### src/rtl/ledch_pkg.sv
package ledch_pkg;
  typedef enum logic [1:0] {
    DIR_HOLD = 2'd0,
    DIR_UP   = 2'd1,
    DIR_DOWN = 2'd2
  } ramp_dir_e;
endpackage

### src/rtl/ledch_tick.sv
module ledch_tick #(
  parameter int unsigned PRESCALE = 8157
) (
  input  logic clk_i,
  input  logic rst_ni,
  output logic tick_o
);
  generate
    if (PRESCALE <= 1) begin : g_every
      assign tick_o = 1'b1;
    end else begin : g_div
      localparam int unsigned PRE_W = $clog2(PRESCALE);
      localparam logic [PRE_W-1:0] LAST = PRE_W'(PRESCALE - 1);
      logic [PRE_W-1:0] pre_q;
      always_ff @(posedge clk_i or negedge rst_ni) begin
        if (!rst_ni)             pre_q <= '0;
        else if (pre_q == LAST)  pre_q <= '0;
        else                     pre_q <= pre_q + PRE_W'(1);
      end
      assign tick_o = (pre_q == LAST);
    end
  endgenerate
endmodule

### src/rtl/ledch_ramp.sv
module ledch_ramp
  import ledch_pkg::*;
#(
  parameter int unsigned LVL_W  = 8,
  parameter int unsigned CODE_W = 3
) (
  input  logic              clk_i,
  input  logic              rst_ni,
  input  logic              tick_i,
  input  logic [LVL_W-1:0]  tgt_i,
  input  logic              glide_up_i,
  input  logic              glide_dn_i,
  input  logic [CODE_W-1:0] rise_code_i,
  input  logic [CODE_W-1:0] fall_code_i,
  output logic [LVL_W-1:0]  lvl_o
);
  localparam int unsigned RATE_W = (1 << CODE_W) - 1;

  ramp_dir_e         dir;
  logic [CODE_W-1:0] code;
  logic [RATE_W-1:0] limit;
  logic [RATE_W-1:0] cnt_q;
  logic [LVL_W-1:0]  lvl_q;
  logic              glide;

  always_comb begin
    if (lvl_q < tgt_i)      dir = DIR_UP;
    else if (lvl_q > tgt_i) dir = DIR_DOWN;
    else                    dir = DIR_HOLD;
    code  = (dir == DIR_DOWN) ? fall_code_i : rise_code_i;
    limit = RATE_W'((1 << code) - 1);
    case (dir)
      DIR_UP:   glide = glide_up_i;
      DIR_DOWN: glide = glide_dn_i;
      default:  glide = 1'b0;
    endcase
  end

  // rate counter survives redirects; cleared only on hold or jump
  always_ff @(posedge clk_i or negedge rst_ni) begin
    if (!rst_ni) begin
      lvl_q <= '0;
      cnt_q <= '0;
    end else if (dir == DIR_HOLD) begin
      cnt_q <= '0;
    end else if (!glide) begin
      lvl_q <= tgt_i;
      cnt_q <= '0;
    end else if (tick_i) begin
      if (cnt_q >= limit) begin
        cnt_q <= '0;
        lvl_q <= (dir == DIR_UP) ? lvl_q + LVL_W'(1) : lvl_q - LVL_W'(1);
      end else begin
        cnt_q <= cnt_q + RATE_W'(1);
      end
    end
  end

  assign lvl_o = lvl_q;
endmodule

### src/rtl/ledch_pwm.sv
module ledch_pwm #(
  parameter int unsigned LVL_W = 8
) (
  input  logic             clk_i,
  input  logic             rst_ni,
  input  logic             en_i,
  input  logic [LVL_W-1:0] lvl_i,
  output logic             pwm_o
);
  logic [LVL_W-1:0] phase_q;
  logic             pwm_q;

  always_ff @(posedge clk_i or negedge rst_ni) begin
    if (!rst_ni) begin
      phase_q <= '0;
      pwm_q   <= 1'b0;
    end else begin
      phase_q <= phase_q + LVL_W'(1);
      pwm_q   <= en_i && (phase_q < lvl_i);
    end
  end

  assign pwm_o = pwm_q;
endmodule

### src/rtl/ledch_fade_pwm.sv
module ledch_fade_pwm
  import ledch_pkg::*;
#(
  parameter int unsigned PRESCALE = 8157,
  parameter int unsigned LVL_W    = 8,
  parameter int unsigned CODE_W   = 3,
  parameter int unsigned CUR_W    = 2
) (
  input  logic              clk_i,
  input  logic              rst_ni,
  input  logic [LVL_W-1:0]  tgt_i,
  input  logic              fade_in_en_i,
  input  logic              fade_out_en_i,
  input  logic              mode_i,
  input  logic [CODE_W-1:0] rise_code_i,
  input  logic [CODE_W-1:0] fall_code_i,
  input  logic              ch_en_i,
  input  logic              glb_en_i,
  input  logic [CUR_W-1:0]  imax_i,
  output logic              pwm_o,
  output logic [CUR_W-1:0]  imax_o
);
  logic             tick;
  logic [LVL_W-1:0] lvl_q;
  logic             glide_up;
  logic             glide_dn;

  // glides only honoured in direct mode
  assign glide_up = fade_in_en_i  & ~mode_i;
  assign glide_dn = fade_out_en_i & ~mode_i;

  ledch_tick #(.PRESCALE(PRESCALE)) u_tick (
    .clk_i  (clk_i),
    .rst_ni (rst_ni),
    .tick_o (tick)
  );

  ledch_ramp #(.LVL_W(LVL_W), .CODE_W(CODE_W)) u_ramp (
    .clk_i       (clk_i),
    .rst_ni      (rst_ni),
    .tick_i      (tick),
    .tgt_i       (tgt_i),
    .glide_up_i  (glide_up),
    .glide_dn_i  (glide_dn),
    .rise_code_i (rise_code_i),
    .fall_code_i (fall_code_i),
    .lvl_o       (lvl_q)
  );

  ledch_pwm #(.LVL_W(LVL_W)) u_pwm (
    .clk_i  (clk_i),
    .rst_ni (rst_ni),
    .en_i   (ch_en_i & glb_en_i),
    .lvl_i  (lvl_q),
    .pwm_o  (pwm_o)
  );

  assign imax_o = imax_i;
endmodule

### config.mk
export PLATFORM = sky130hd
export DESIGN_NAME = ledch_fade_pwm
export DESIGN_NICKNAME = d
export VERILOG_FILES = /design/src/rtl/ledch_pkg.sv /design/src/rtl/ledch_tick.sv /design/src/rtl/ledch_ramp.sv /design/src/rtl/ledch_pwm.sv /design/src/rtl/ledch_fade_pwm.sv
export SDC_FILE = /design/constraint.sdc
export NUM_CORES = 1
export LEC_CHECK = 0
export ABC_AREA = 0
export BUFFER_PORTS_ARGS = -buffer_cell sky130_fd_sc_hd__buf_4
export CELL_PAD_IN_SITES_DETAIL_PLACEMENT = 1
export CELL_PAD_IN_SITES_GLOBAL_PLACEMENT = 2
export CORE_ASPECT_RATIO = 1.75
export CORE_MARGIN = 1
export CORE_UTILIZATION = 41
export CTS_CLUSTER_SIZE = 40
export DETAILED_ROUTE_END_ITERATION = 10
export PLACE_DENSITY = 0.95
export SLEW_MARGIN = 20
export SYNTH_ARGS = -nofsm -noshare
export SYNTH_HDL_FRONTEND = slang
export SYNTH_SLANG_ARGS = --single-unit
### constraint.sdc
create_clock -name clk_i -period 5.8 [get_ports clk_i]
set_input_delay 0.29 -clock clk_i [delete_from_list [all_inputs] [get_ports clk_i]]
set_output_delay 0.29 -clock clk_i [all_outputs]
set_load 0.005 [all_outputs]
* Word level (Yosys, flattened, before mapping)
Cells that the tools add are included.
Cells by class: bitwise gates (word level) 5, order comparisons 4, reduce and logical (&&, ||, !) cells 3, shift operators 1, add/sub/neg operators 6, mux-type cells 13, equal/unequal tests 6
Operators by type and width (count):
- 8-bit two-way mux | 4
- 7-bit two-way mux | 4
- 8-bit by 1-bit adder with 8-bit output, second input constant | 2
- 8-bit less-than comparator | 2
- 13-bit by 1-bit adder with 13-bit output, second input constant | 1
- 13-bit == test, second input constant | 1
- 13-bit two-way mux | 1
- 8-bit > comparator | 1
- 8-bit by 1-bit subtractor with 8-bit output, second input constant | 1
- 7-bit by 1-bit adder with 7-bit output, second input constant | 1
- 7-bit >= comparator | 1
- 1-bit by 3-bit << shifter with 7-bit output, first input constant | 1
- 7-bit by 2-bit subtractor with 7-bit output, second input constant | 1
- 2-bit two-way mux | 2
- 2-bit != test, second input constant | 2
- 1-bit bitwise AND | 3
- 3-bit two-way mux | 1
- 3-bit != test, second input constant | 1
- 3-bit AND reduction | 1
- 2-bit by 1-bit == test with 1-bit output, second input constant | 1
- 2-bit == test, second input constant | 1
- 2-bit zero test | 1
- 1-bit NOT | 2
- 1-bit case mux with 2 select lines | 1
- 1-bit logical AND | 1
Storage, ports and cells: logic and storage cells 43, output and inout bits 3, input bits 23, register bits 37

* Depth between registers and ports, before layout
Gate-level depths: netlist of the first run.
depth after elaboration 12, depth in mapped cells 19, depth with buffers taken out 17

* Modules after synthesis
Synthesis of the first run repeated with hierarchy kept, for this count alone.
Second synthesis, totals: cells, all modules 306, area total of the unflattened synthesis 2807.7 µm²
By module, submodules not included:
- ledch_ramp | cells an instance 192, instances 1, area an instance 1614.0 µm²
- ledch_tick | cells an instance 64, instances 1, area an instance 644.4 µm²
- ledch_pwm | cells an instance 45, instances 1, area an instance 515.5 µm²
- ledch_fade_pwm | cells an instance 5, instances 1, area an instance 33.8 µm²

* Worst setup path before layout of the first run
No wires, ideal clock.
kind register to register, start point reg u_ramp.lvl_q[3] (netlist: u_ramp.lvl_o[3]), end point reg u_ramp.lvl_q[7] (netlist: u_ramp.lvl_o[7]), data required time 5665 ps, cell stages (with the launch flop) 17, arrival 3705 ps, path slack 1960 ps, buffers on the path 2, cell sequence dfrtp_1 > ha_1 > and3_4 > a221oi_4 > o22ai_4 > buf_6 > mux2_2 > nand2_1 > ha_1 > o31a_1 > ha_1 > nand4_1 > o21ai_0 > clkbuf_1 > nand2_1 > nor3_1 > o22ai_1
On the way: longest elaborated chain between the ends 10, elaborated cells on any way between the ends 22, classes of those cells add/sub: 3; order compare: 3; eq/ne: 4; shift: 1; mux: 8; bitwise: 1; reduce/logical: 2
Ends and longest elaborated chain:
- start: declaration | RTL line ledch_ramp.sv:23 | logic [LVL_W-1:0] lvl_q;
- start signal: assignment | RTL line ledch_ramp.sv:47 | lvl_q <= tgt_i;
- start signal: assignment | RTL line ledch_ramp.sv:52 | lvl_q <= (dir == DIR_UP) ? lvl_q + LVL_W'(1) : lvl_q - LVL_W'(1);
- 8-bit > comparator | RTL line ledch_ramp.sv:28 | else if (lvl_q > tgt_i) dir = DIR_DOWN;
- 2-bit two-way mux | RTL line ledch_ramp.sv:28
- 2-bit two-way mux | RTL line ledch_ramp.sv:27 | if (lvl_q < tgt_i) dir = DIR_UP;
- 2-bit == test | RTL line ledch_ramp.sv:30, ledch_ramp.sv:32
- 3-bit two-way mux | RTL line ledch_ramp.sv:30 | code = (dir == DIR_DOWN) ? fall_code_i : rise_code_i;
- 1-bit by 3-bit << shifter with 7-bit output | RTL line ledch_ramp.sv:31 | limit = RATE_W'((1 << code) - 1);
- 7-bit by 2-bit subtractor with 7-bit output | RTL line ledch_ramp.sv:31
- 7-bit >= comparator | RTL line ledch_ramp.sv:50 | if (cnt_q >= limit) begin
- 2-bit != test (no line)
- 3-bit AND reduction (no line)
Several ways; a longest one is shown, not always the timed one. The select of a mux whose other input is x is not followed. A chain may end at the register's enable or synchronous reset.

* Worst setup path after layout of the first run
start point reg u_ramp.lvl_q[7] (netlist: u_ramp.lvl_o[7]), end point reg u_ramp.lvl_q[3] (netlist: u_ramp.lvl_o[3])
On the way: longest elaborated chain between the ends 10, elaborated cells on any way between the ends 20, classes of those cells add/sub: 1; order compare: 3; eq/ne: 4; shift: 1; mux: 8; bitwise: 1; reduce/logical: 2
Ends and longest elaborated chain (RTL line):
- 8-bit > comparator | ledch_ramp.sv:28
- 2-bit two-way mux | ledch_ramp.sv:28
- 2-bit two-way mux (*) | ledch_ramp.sv:27
- 2-bit == test | ledch_ramp.sv:30, ledch_ramp.sv:32
- 3-bit two-way mux | ledch_ramp.sv:30
- 1-bit by 3-bit << shifter with 7-bit output | ledch_ramp.sv:31
- 7-bit by 2-bit subtractor with 7-bit output | ledch_ramp.sv:31
- 7-bit >= comparator | ledch_ramp.sv:50
- 2-bit != test (no line)
- 3-bit AND reduction (no line)
Mark *: on every way between the ends. The rest lies on a longest branch, timed or not. The select of a mux whose other input is x is not followed.

==> impl_results.md, run 1 <==
- IO Count: 26
- RSZ-0062 raised after global routing: no
- Register bit total from synthesis: 37
- Clk Latency, worst-skew pair: ~0.29 ns
- Post-synth EDFFs: 0
- Syn_nets: 367
- Vias per Instance: roughly 5.7
- Final hold vios: 0
- Detailed Routing Iterations Pass 1: 4
- Clock skew after layout: roughly 0.0085 ns
- Largest net degree at the start of global routing: 38
- N_diodes: 0
- DP HPWL: between 5000 and 6000 um
- Synth area leader: dfrtp_1
- Post-Syn Area: about 2900 um^2
- Post_cts resized: 0
- Fin crit period: between 4 and 5 ns
- HP Class: in2reg
- Place WS: 1.59 ns
- GRT Total Usage: 0.219
- Total CTS buffers: 5
- Slew Limit Fails: 0
- Warnings, synthesis: 0
- Pleak: 1.51 nW
- Worst slew margin: 0.356
- Slew @ Worst Pin: about 0.96 ns
- Gpl congestion: just under 0.8
- Post-CTS Setup Bufs: 0
- 1st-iter DRT viols: between 40 and 50
- Synth async-reset ratio: 1.00
- Peak Freq: 237 MHz
- Final cell count without fillers: 420
- Root Driver: clkbuf_16
- Layout cells sized above 1: 0.134
- Total gr overflow: 0
- Final worst setup slack: approximately 1.6 ns
- Register area share after synthesis: 0.322
- PortBufs: 21
- Unique masters post-synth: 57
- CP Capture Type: register
- Initial Util: 0.422
- Clk sinks: 37
- Status: finished clean
- # H-tree levels: 2
- WP data arrival: ~4.4 ns
- Syn_area_per_cell: between 9 and 10 um^2
- CTS clk-pin slew, worst paths: about 0.06 ns
- Vias in the first global route: between 2000 and 3000
- Peak supply drop: roughly 0.16 mV
- CTS tree: built
- Setup TNS: 0 ns
- Routed wire per std cell: approximately 17 um
- Clock buffer depth: 2
- # rows: 40
- Maxcap violations: 0
- Total power: 1.19 mW
- Die H: roughly 110 um
- Tcrit/Tclk final: 0.728
- First-pass GRT wire length: 12300 um
- Critical Path Source Type: register
- WP data required: approximately 6.0 ns
- Main synth FF type: dfrtp_1
- Cell Pwr Density: ~360 nW/um^2
- Final ANT Viol Nets: 0
- Area added between synthesis and finish: 13.5%
- Kind of critical path: reg2reg
- Overall routed net length: approximately 7200 um
- Post-cts hold buffer count: 1
- Mapped Cells: 310
- Crit path max fanout: 17
- Synth top area share: 0.322
- Initial antenna violation count: 0
- Final setup violation count: 0
- Via count: around 2400
- # DRC: 0
- Die width: about 65 um
- Core box area: 6810 um^2
- Top cells by area, synth: dfrtp_1 32%, ha_1 14%, xor2_1 3.7%
- Post-placement cell count: between 400 and 500
- Area of the die: approximately 7400 um^2
- Final nets: 392
## stage by stage
stage,area (um^2),util,hold slack [ns]
after global routing,3260,0.479,0.317
after global placement,3110,0.456,0.283
final,3260,0.479,0.290
after floorplan,2870,-,-0.00559
after CTS,3260,0.479,0.291
after detailed placement,3110,0.456,0.286
## cells by family after synthesis
kind of cell    share of synthesized area
simple gates                        0.184
buf+inv                            0.0505
mux                                0.0322
xor+xnor                           0.0702
fa+ha+maj                           0.151
compound gates                      0.190
flops                               0.322
## state kept, by name, summed over array words and instances (netlist names)
signal,flops
u_ramp.cnt_q,7
u_tick.g_div.pre_q,13
u_pwm.phase_q,8
u_ramp.lvl_o,8
u_pwm.pwm_o,1
## area by class of cell
| type | instances | area, um^2 |
|---|---|---|
| multi-input cells | 241 | 1800 |
| clock buffers | 5 | 125 |
| inverters | 25 | 93.8 |
| fillers | 813 | 3550 |
| well taps | 84 | 105 |
| clock inverters | 3 | 17.5 |
| repair buffers | 25 | 190 |
| flip-flops and latches | 37 | 926 |
## final timing paths
path	start	endpoint	slack (ns)	depth (start not counted)
max	u_ramp.lvl_o[7]	u_ramp.lvl_o[3]	1.58	17
min	tgt_i[7]	u_ramp.lvl_o[7]	0.29	3
max reg2reg	u_ramp.lvl_o[7]	u_ramp.lvl_o[3]	1.58	17
min reg2reg	u_pwm.phase_q[7]	u_pwm.phase_q[7]	0.48	1
max in group asynchronous	rst_ni	u_tick.g_div.pre_q[12]	4.95	2
min in group asynchronous	rst_ni	u_tick.g_div.pre_q[5]	0.50	2
## worst max-delay path, stage by stage, from the launching register on
cell and delay (ns):
dfrtp_1 0.42, ha_1 0.33, nand4_1 0.19, nand2b_1 0.23, o22ai_4 0.42, mux2_2 0.41, nand2_1 0.09, ha_1 0.21
o311ai_1 0.13, o31a_1 0.15, ha_1 0.31, a21oi_1 0.16, o21a_1 0.13, o21ai_0 0.08, buf_4 0.18, and2_1 0.21
o21ai_4 0.28, a22oi_1 0.15
## cell usage in the layout (no fill, tap or decap), drive strengths merged, types with 3 or more instances in the layout
cell type  instances
mux2i              7
and3               6
a21o               8
and2               4
xnor2             11
dfrtp             37
o21ai             18
nand4              5
o21bai             3
a22oi              5
a211oi             7
a21oi             16
nand3             14
clkbuf             5
ha                33
nand3b             4
a31oi              4
nand2             23
nor2              23
nor4               4
nand2b             3
buf               24
xor2              12
nor3               4
inv               25
## report_power, final
| part | switching (mW) | internal, mW |
|---|---|---|
| clock | 0.108 | 0.157 |
| combinational | 0.363 | 0.252 |
| sequential | 0.0278 | 0.278 |
## layer usage
metal / global-route usage / part of all wire
met5: 0 / 0
met4: 0.117 / 0.045
met3: 0.0302 / 0.025
met2: 0.409 / 0.56
met1: 0.227 / 0.37
## cell usage after synthesis (2+ instances only)
cell      count
o21bai_1      3
buf_2         2
a22oi_1       4
nand2b_1      3
nor3_1        4
buf_4         2
o21ai_0      16
a31oi_1       4
mux2i_1       7
nor4_1        2
nor4_2        2
inv_1        25
dfrtp_1      37
xor2_1       12
and3_1        5
nand4_1       5
ha_1         33
nor2_1       23
and2_1        4
buf_6         2
a21o_1        8
a211oi_1      7
xnor2_1      11
and4_1        2
o21a_1        2
nand3_1      13
mux2_2        2
a21oi_1      15
nor2b_1       2
nand2_1      23
nand3b_1      4
Note: power is estimated with default switching activity, not from simulation.
==> run 2: changes to the inputs <==
Settings changed: ABC_AREA 0 to 1, CORE_UTILIZATION 41 to 35, PLACE_DENSITY 0.95 to 0.91.
Clock period 5.8 ns to 3.9 ns, I/O delays scaled along.
==> impl_results.md, run 2 <==
- Met1 Use GR: 0.193 (was 0.227)
- Warnings, synthesis: 0 (unchanged)
- Setup TNS: 0 ns (unchanged)
- Clk Latency, worst-skew pair: 0.28 ns (was 0.29 ns)
- Core box area: 7910 um^2 (was 6810 um^2)
- Register area share after synthesis: 0.324 (was 0.322)
- 1st-iter DRT viols: 73 (was 48)
- Post-Syn Area: 2860 um^2 (was 2870 um^2)
- Vias in the first global route: 2778 (was 2592)
- Int Power: 1.15 mW (was 0.687 mW)
- Final ANT Viol Nets: 0 (unchanged)
- Sw power: 0.873 mW (was 0.498 mW)
- Multi-input logic area: 1770 um^2 (was 1800 um^2)
- CTS clk-pin slew, worst paths: 0.06 ns (about the same)
- # H-tree levels: 2 (unchanged)
- Worst slew margin: 0.676 (was 0.356)
- IO Count: 26 (unchanged)
- Simple-gate share of the synthesized area: 0.301 (was 0.184)
- PortBufs: 21 (unchanged)
- GRT Total Usage: 0.183 (was 0.219)
- Main synth FF type: dfrtp_1 (unchanged)
- Pleak: 1.82 nW (was 1.51 nW)
- # rows: 43 (was 40)
- Final cell count without fillers: 510 (was 420)
- Peak Freq: 277 MHz (was 237 MHz)
- Overall routed net length: 7390 um (was 7220 um)
- Combinational share of power: 0.564 (was 0.519)
- Hold slack: 0.176 ns (was 0.290 ns)
- Top cells by area, synth: dfrtp_1 32%, ha_1 14%, nand2_1 14% (was dfrtp_1 32%, ha_1 14%, xor2_1 3.7%)
- Placed cell area: 3120 um^2 (was 3110 um^2)
- Critical Path Source Type: register (unchanged)
- Maxcap violations: 0 (unchanged)
- Sequential Power Share: 0.225 (was 0.258)
- Combinational family with the most area after synthesis: simple AND/OR/NAND/NOR gates (was compound AO/OA/AOI/OAI gates)
- Commonest non-fill, non-tap cell in the layout: nand2_1 (was dfrtp_1)
- Most frequent cells in the layout: 99 x nand2_1, 48 x inv_1, 36 x buf_4 (was 37 x dfrtp_1, 33 x ha_1, 25 x inv_1)
- N_diodes: 0 (unchanged)
- Syn_area_per_cell: 7.56 um^2 (was 9.26 um^2)
- Register bit total from synthesis: 37 (unchanged)
- Detailed Routing Iterations Pass 1: 4 (unchanged)
- Post-placement cell count: 489 (was 411)
- Met3 GRT Util: 0.0298 (was 0.0302)
- Post-synth EDFFs: 0 (unchanged)
- Final hold vios: 0 (unchanged)
- Gpl congestion: 0.779 (was 0.793)
- Mapped Cells: 378 (was 310)
- Area added between synthesis and finish: 21.0% (was 13.5%)
- Initial Util: 0.361 (was 0.422)
- Total power: 2.03 mW (was 1.19 mW)
- # DRC: 0 (unchanged)
- Vias per Instance: 5.13 (was 5.71)
- Unique masters post-synth: 33 (was 57)
- Fraction of the mapped netlist area in adder cells: 0.151 (about the same)
- Total gr overflow: 0 (unchanged)
- Storage cell area: 930 um^2 (was 926 um^2)
- WP data required: 4.06 ns (was 5.95 ns)
- Final worst setup slack: 0.285 ns (was 1.58 ns)
- Area of the die: 8540 um^2 (was 7360 um^2)
- Synth async-reset ratio: 1.00 (unchanged)
- Compound-Gate Fraction of Synth Area: 0.0976 (was 0.190)
- Largest Register: u_tick.g_div.pre_q (unchanged)
- Peak supply drop: 0.210 mV (was 0.165 mV)
- Final core occ: 0.437 (was 0.479)
- Mux contribution to synthesized area: 0 (was 0.0322)
- WP data arrival: 3.78 ns (was 4.37 ns)
- Syn_nets: 435 (was 367)
- Clock buffer depth: 2 (unchanged)
- Synth top area share: 0.324 (was 0.322)
- Initial antenna violation count: 0 (unchanged)
- Fillers: 997 (was 813)
- Die H: 122 um (was 113 um)
- Crit path max fanout: 8 (was 17)
- Status: finished clean (unchanged)
- Grt peak-use layer: met2 (unchanged)
- Clk sinks: 37 (unchanged)
- CP Capture Type: register (unchanged)
- Switching share of total power: 0.431 (was 0.420)
- GR Util met2: 0.359 (was 0.409)
- Final nets: 476 (was 392)
- Root Driver: clkbuf_16 (unchanged)
- Post-route cell area: 3460 um^2 (was 3260 um^2)
- Max FFs per register: 13 (unchanged)
- Kind of critical path: reg2reg (unchanged)
- Slew Limit Fails: 0 (unchanged)
- DP HPWL: 5770 um (was 5740 um)
- First-pass GRT wire length: 12300 um (about the same)
- HP Class: in2reg (unchanged)
- Clock skew after layout: 0.00648 ns (was 0.00854 ns)
- Place WS: 0.0562 ns (was 1.59 ns)
- Fin crit period: 3.62 ns (was 4.22 ns)
- Via count: 2614 (was 2397)
- Synth area leader: dfrtp_1 (unchanged)
- Layout cells sized above 1: 0.200 (was 0.134)
- Largest net degree at the start of global routing: 38 (unchanged)
- Final setup violation count: 0 (unchanged)
- Tcrit/Tclk final: 0.927 (was 0.728)
- Die width: 70.3 um (was 65.3 um)
- Count leader, synth: nand2_1 (was dfrtp_1)
- R2r setup slk: 0.28 ns (was 1.58 ns)
- Routed wire per std cell: 14.5 um (was 17.2 um)
- Total CTS buffers: 5 (unchanged)
- Cell Pwr Density: 586 nW/um^2 (was 364 nW/um^2)
- Commonest cells post-synth: 105 x nand2_1, 50 x inv_1, 37 x dfrtp_1, 33 x ha_1, 27 x nand3_1 (was 37 x dfrtp_1, 33 x ha_1, 25 x inv_1, 23 x nand2_1, 23 x nor2_1)
- Slew @ Worst Pin: 0.487 ns (was 0.958 ns)
- Post-synthesis xor/xnor area fraction: 0.0429 (was 0.0702)
- CTS tree: built (unchanged)
- Power share of the clock group: 0.210 (was 0.224)
run 2: timing repair:
| item | CTS | global route |
|---|---|---|
| setup buffers | 0 | 12 |
| hold endpoints to repair | 37 | 0 |
| endpoints found under the setup margin | 0 | 15 |
| hold buffers | 1 | 0 |
| resized for setup | 0 | 20 |
run 2: logic make-up (layout without fill, tap and decap cells):
| kind of cell | Yosys count | after routing |
|---|---|---|
| xor gates and xnor gates | 14 | 14 |
| AOI/OAI and AO/OA | 47 | 47 |
| adders and majority gates | 34 | 34 |
| DFF | 37 | 37 |
| and+or+nand+nor | 187 | 187 |
| buffers and inverters | 59 | 101 |
run 2: critical path: stages (launching register included):
cell and delay, ns:
dfrtp_2 0.42, ha_1 0.29, nand2_1 0.06, inv_2 0.07, nand2_1 0.05, nand2_1 0.07
nand2_2 0.08, nand2_4 0.14, nand2_4 0.08, nand2_1 0.06, nand2_1 0.12, inv_2 0.11
nand3_2 0.09, ha_2 0.18, inv_1 0.09, o21ai_0 0.09, nand2_1 0.06, nand3_1 0.10
ha_4 0.30, nand2_1 0.07, nor2_1 0.11, nand2_1 0.06, nand2_1 0.09, nor2_2 0.05
o211ai_1 0.25, nand2_2 0.20, nand2_1 0.11, nand2_1 0.06
run 2: power groups by stage:
stage               Combinational [mW]  Sequential (mW)  Clock [mW]
finish                            1.14            0.456       0.426
global route                      1.30            0.461       0.450
CTS                              0.990            0.471       0.440
detailed placement               0.982            0.478           0
global placement                 0.942            0.478           0
floorplan                        0.740            0.468           0
run 2: area by class of cell:
cell class	count	share of cell area
Clock buffer	7	0.0442
Clock inverter	1	0.00145
Inverter	56	0.0608
Multi-Input combinational cell	282	0.511
Sequential cell	37	0.269
Tap cell	90	0.0326
Timing Repair Buffer	37	0.0811
run 2: per-layer routing:
metal	vias up	part of all wire
met5	-	0
met4	0	0.013
met3	7	0.020
met2	27	0.59
met1	1269	0.38
li1	1311	-
run 2: final timing paths:
path	from	cells past startpoint	endpoint
worst min-delay path	glb_en_i	3	u_pwm.pwm_o
max in group asynchronous	rst_ni	2	u_ramp.lvl_o[1]
worst min register to register	u_pwm.phase_q[0]	1	u_pwm.phase_q[0]
worst max-delay path	u_ramp.lvl_o[2]	27	u_ramp.lvl_o[1]
min in group asynchronous	rst_ni	2	u_pwm.phase_q[4]
worst max register to register	u_ramp.lvl_o[2]	27	u_ramp.lvl_o[1]
==> run 3: changes to the inputs <==
Settings changed: ABC_AREA 1 to 0, CORE_UTILIZATION 35 to 38, PLACE_DENSITY 0.91 to 0.92, SLEW_MARGIN 20 to 25.
==> impl_results.md, run 3 (synthesized netlist as in run 1, its figures left out) <==
- Status: finished clean (unchanged)
- Routed wire per std cell: 16.9 um (was 14.5 um)
- CTS tree: built (unchanged)
- Hold Crit Endpoint: u_ramp.lvl_o[7] (was u_pwm.pwm_o)
- Root Driver: clkbuf_16 (unchanged)
- Clock buffer depth: 2 (unchanged)
- Die width: 67.7 um (was 70.3 um)
- Crit path max fanout: 8 (unchanged)
- Area added between synthesis and finish: 16.2% (was 21.0%)
- # DRC: 0 (unchanged)
- Final cell count without fillers: 429 (was 510)
- Critical Path Source Type: register (unchanged)
- Area of the die: 7920 um^2 (was 8540 um^2)
- Worst Hold Launch: tgt_i[7] (was glb_en_i)
- Via count: 2401 (was 2614)
- R2r setup slk: 0.21 ns (was 0.28 ns)
- Total power: 1.77 mW (was 2.03 mW)
- Clk Latency, worst-skew pair: 0.28 ns (about the same)
- Initial antenna violation count: 0 (unchanged)
- WP data arrival: 3.84 ns (was 3.78 ns)
- GRT Total Usage: 0.206 (was 0.183)
- Slowest CP cell: dfrtp_1 (was dfrtp_2)
- CP dominant cell by count: ha_1 (was nand2_1)
- 1st-iter DRT viols: 51 (was 73)
- Die H: 117 um (was 122 um)
- Tcrit/Tclk final: 0.947 (was 0.927)
- Final ANT Viol Nets: 0 (unchanged)
- Worst path bufs/invs: 0 (was 3)
- DR WL met3: 118 um (was 150 um)
- Post-placement cell count: 418 (was 489)
- Total CTS buffers: 5 (unchanged)
- Max FFs per register: 13 (unchanged)
- Hold Crit Depth: 3 (unchanged)
- First-pass GRT wire length: 12100 um (was 12300 um)
- # rows: 41 (was 43)
- R2r worst-path depth: 16 (was 27)
- # H-tree levels: 2 (unchanged)
- Peak supply drop: 0.223 mV (was 0.210 mV)
- Place WS: -0.0445 ns (was 0.0562 ns)
- Final hold vios: 0 (unchanged)
- Slew Limit Fails: 0 (unchanged)
- Total gr overflow: 0 (unchanged)
- Kind of critical path: reg2reg (unchanged)
- Worst slew margin: 0.423 (was 0.676)
- HP Class: in2reg (unchanged)
- Vias per Instance: 5.60 (was 5.13)
- Overall routed net length: 7260 um (was 7390 um)
- Initial Util: 0.394 (was 0.361)
- RR Endpoint: u_ramp.lvl_o[3] (was u_ramp.lvl_o[1])
- Peak Freq: 271 MHz (was 277 MHz)
- Reg2Reg Launch Point: u_ramp.lvl_o[2] (unchanged)
- Gpl congestion: 0.782 (was 0.779)
- Layout cells sized above 1: 0.166 (was 0.200)
- Final setup violation count: 0 (unchanged)
- Commonest non-fill, non-tap cell in the layout: dfrtp_1 (was nand2_1)
- CP Capture Type: register (unchanged)
- WP data required: 4.05 ns (was 4.06 ns)
- Pleak: 1.55 nW (was 1.82 nW)
- Most frequent cells in the layout: 37 x dfrtp_1, 31 x ha_1, 31 x buf_4 (was 99 x nand2_1, 48 x inv_1, 36 x buf_4)
- Fin crit period: 3.69 ns (was 3.62 ns)
- Maxcap violations: 0 (unchanged)
- Largest net degree at the start of global routing: 38 (unchanged)
- N_diodes: 0 (unchanged)
- RSZ-0062 raised after global routing: no
- Met1 wire length: 2860 um (was 2810 um)
- Fillers: 864 (was 997)
- Critical-path cell list: ha_1 > and3_4 > a221oi_4 > o22ai_4 > mux2_2 > nand2_1 > ha_2 > o311ai_1 > o31a_1 > ha_1 > a21oi_1 > o21a_1 > o21ai_2 > and2_4 > o21ai_4 > a22oi_1
- Final worst setup slack: 0.206 ns (was 0.285 ns)
- Vias in the first global route: 2604 (was 2778)
- Slew @ Worst Pin: 0.858 ns (was 0.487 ns)
- Clk sinks: 37 (unchanged)
- WL met2: 4070 um (was 4330 um)
- Cell family with most CP delay: compound AO/OA/AOI/OAI gates (was simple AND/OR/NAND/NOR gates)
- CTS clk-pin slew, worst paths: 0.06 ns (about the same)
- Cell Pwr Density: 532 nW/um^2 (was 586 nW/um^2)
- Core box area: 7280 um^2 (was 7910 um^2)
- Clock skew after layout: 0.00353 ns (was 0.00648 ns)
- PortBufs: 21 (unchanged)
- Largest Register: u_tick.g_div.pre_q (unchanged)
- Detailed Routing Iterations Pass 1: 4 (unchanged)
- Top sig layer: met4 (unchanged)
- Final nets: 399 (was 476)
- DP HPWL: 5740 um (was 5770 um)
- IO Count: 26 (unchanged)
- Crit path largest cell delay: 0.41 ns (was 0.42 ns)
## run 3: final cells by class
cell class	instances	area, um^2	share of cell area
clock inverters	2	10.0	0.00300
well taps	86	108	0.0322
clock buffers	6	129	0.0386
repair buffers	32	243	0.0727
flip-flops and latches	37	926	0.277
inverters	25	93.8	0.0281
multi-input cells	241	1830	0.548
## run 3: routing by layer
metal / up-vias / GRT usage
li1: 1175 / -
met1: 1180 / 0.210
met2: 32 / 0.392
met3: 14 / 0.0242
met4: 0 / 0.104
met5: - / 0
## run 3: how the worst max path moves through the flow
| stage | from | endpoint | slack [ns] | depth (start not counted) |
|---|---|---|---|---|
| finish | u_ramp.lvl_o[2] | u_ramp.lvl_o[3] | 0.21 | 16 |
| global route | u_ramp.lvl_o[7] | u_ramp.lvl_o[5] | 0.003 | 16 |
| CTS | u_ramp.lvl_o[7] | u_ramp.lvl_o[4] | 0.003 | 16 |
| detailed placement | u_ramp.lvl_o[3] | u_ramp.lvl_o[4] | -0.04 | 15 |
| global placement | u_ramp.lvl_o[3] | u_ramp.lvl_o[4] | 0.12 | 15 |
| floorplan | u_ramp.lvl_o[3] | u_ramp.lvl_o[7] | 0.06 | 16 |
## run 3: worst reg2reg max path: stages (launching register included)
cell and delay, ns:
dfrtp_1 0.41, ha_1 0.33, and3_4 0.19, a221oi_4 0.35
o22ai_4 0.17, mux2_2 0.31, nand2_1 0.10, ha_2 0.21
o311ai_1 0.12, o31a_1 0.13, ha_1 0.30, a21oi_1 0.15
o21a_1 0.15, o21ai_2 0.07, and2_4 0.18, o21ai_4 0.24
a22oi_1 0.14
## run 3: what timing repair did
item / in CTS / in global routing
hold buffers: 1 / 0
hold endpoints to repair: 37 / 0
resized for setup: 3 / 5
setup endpoints to repair: 9 / 11
pin swaps: 4 / 3
buffers inserted: 2 / 0
## run 3: where the power goes
| group | switching [mW] | internal (mW) |
|---|---|---|
| clock | 0.150 | 0.234 |
| sequential | 0.0294 | 0.413 |
| combinational | 0.536 | 0.412 |
| total | 0.715 | 1.06 |
## run 3: metrics by stage
step,instance area [um^2],setup TNS [ns],hold WS [ns],util
2_1_floorplan,2870,0,-0.101,-
3_3_place_gp,3150,0,0.187,0.432
3_5_place_dp,3150,-0.201,0.194,0.432
4_1_cts,3320,0,0.213,0.455
5_1_grt,3340,0,0.255,0.458
6_report,3340,0,0.217,0.458
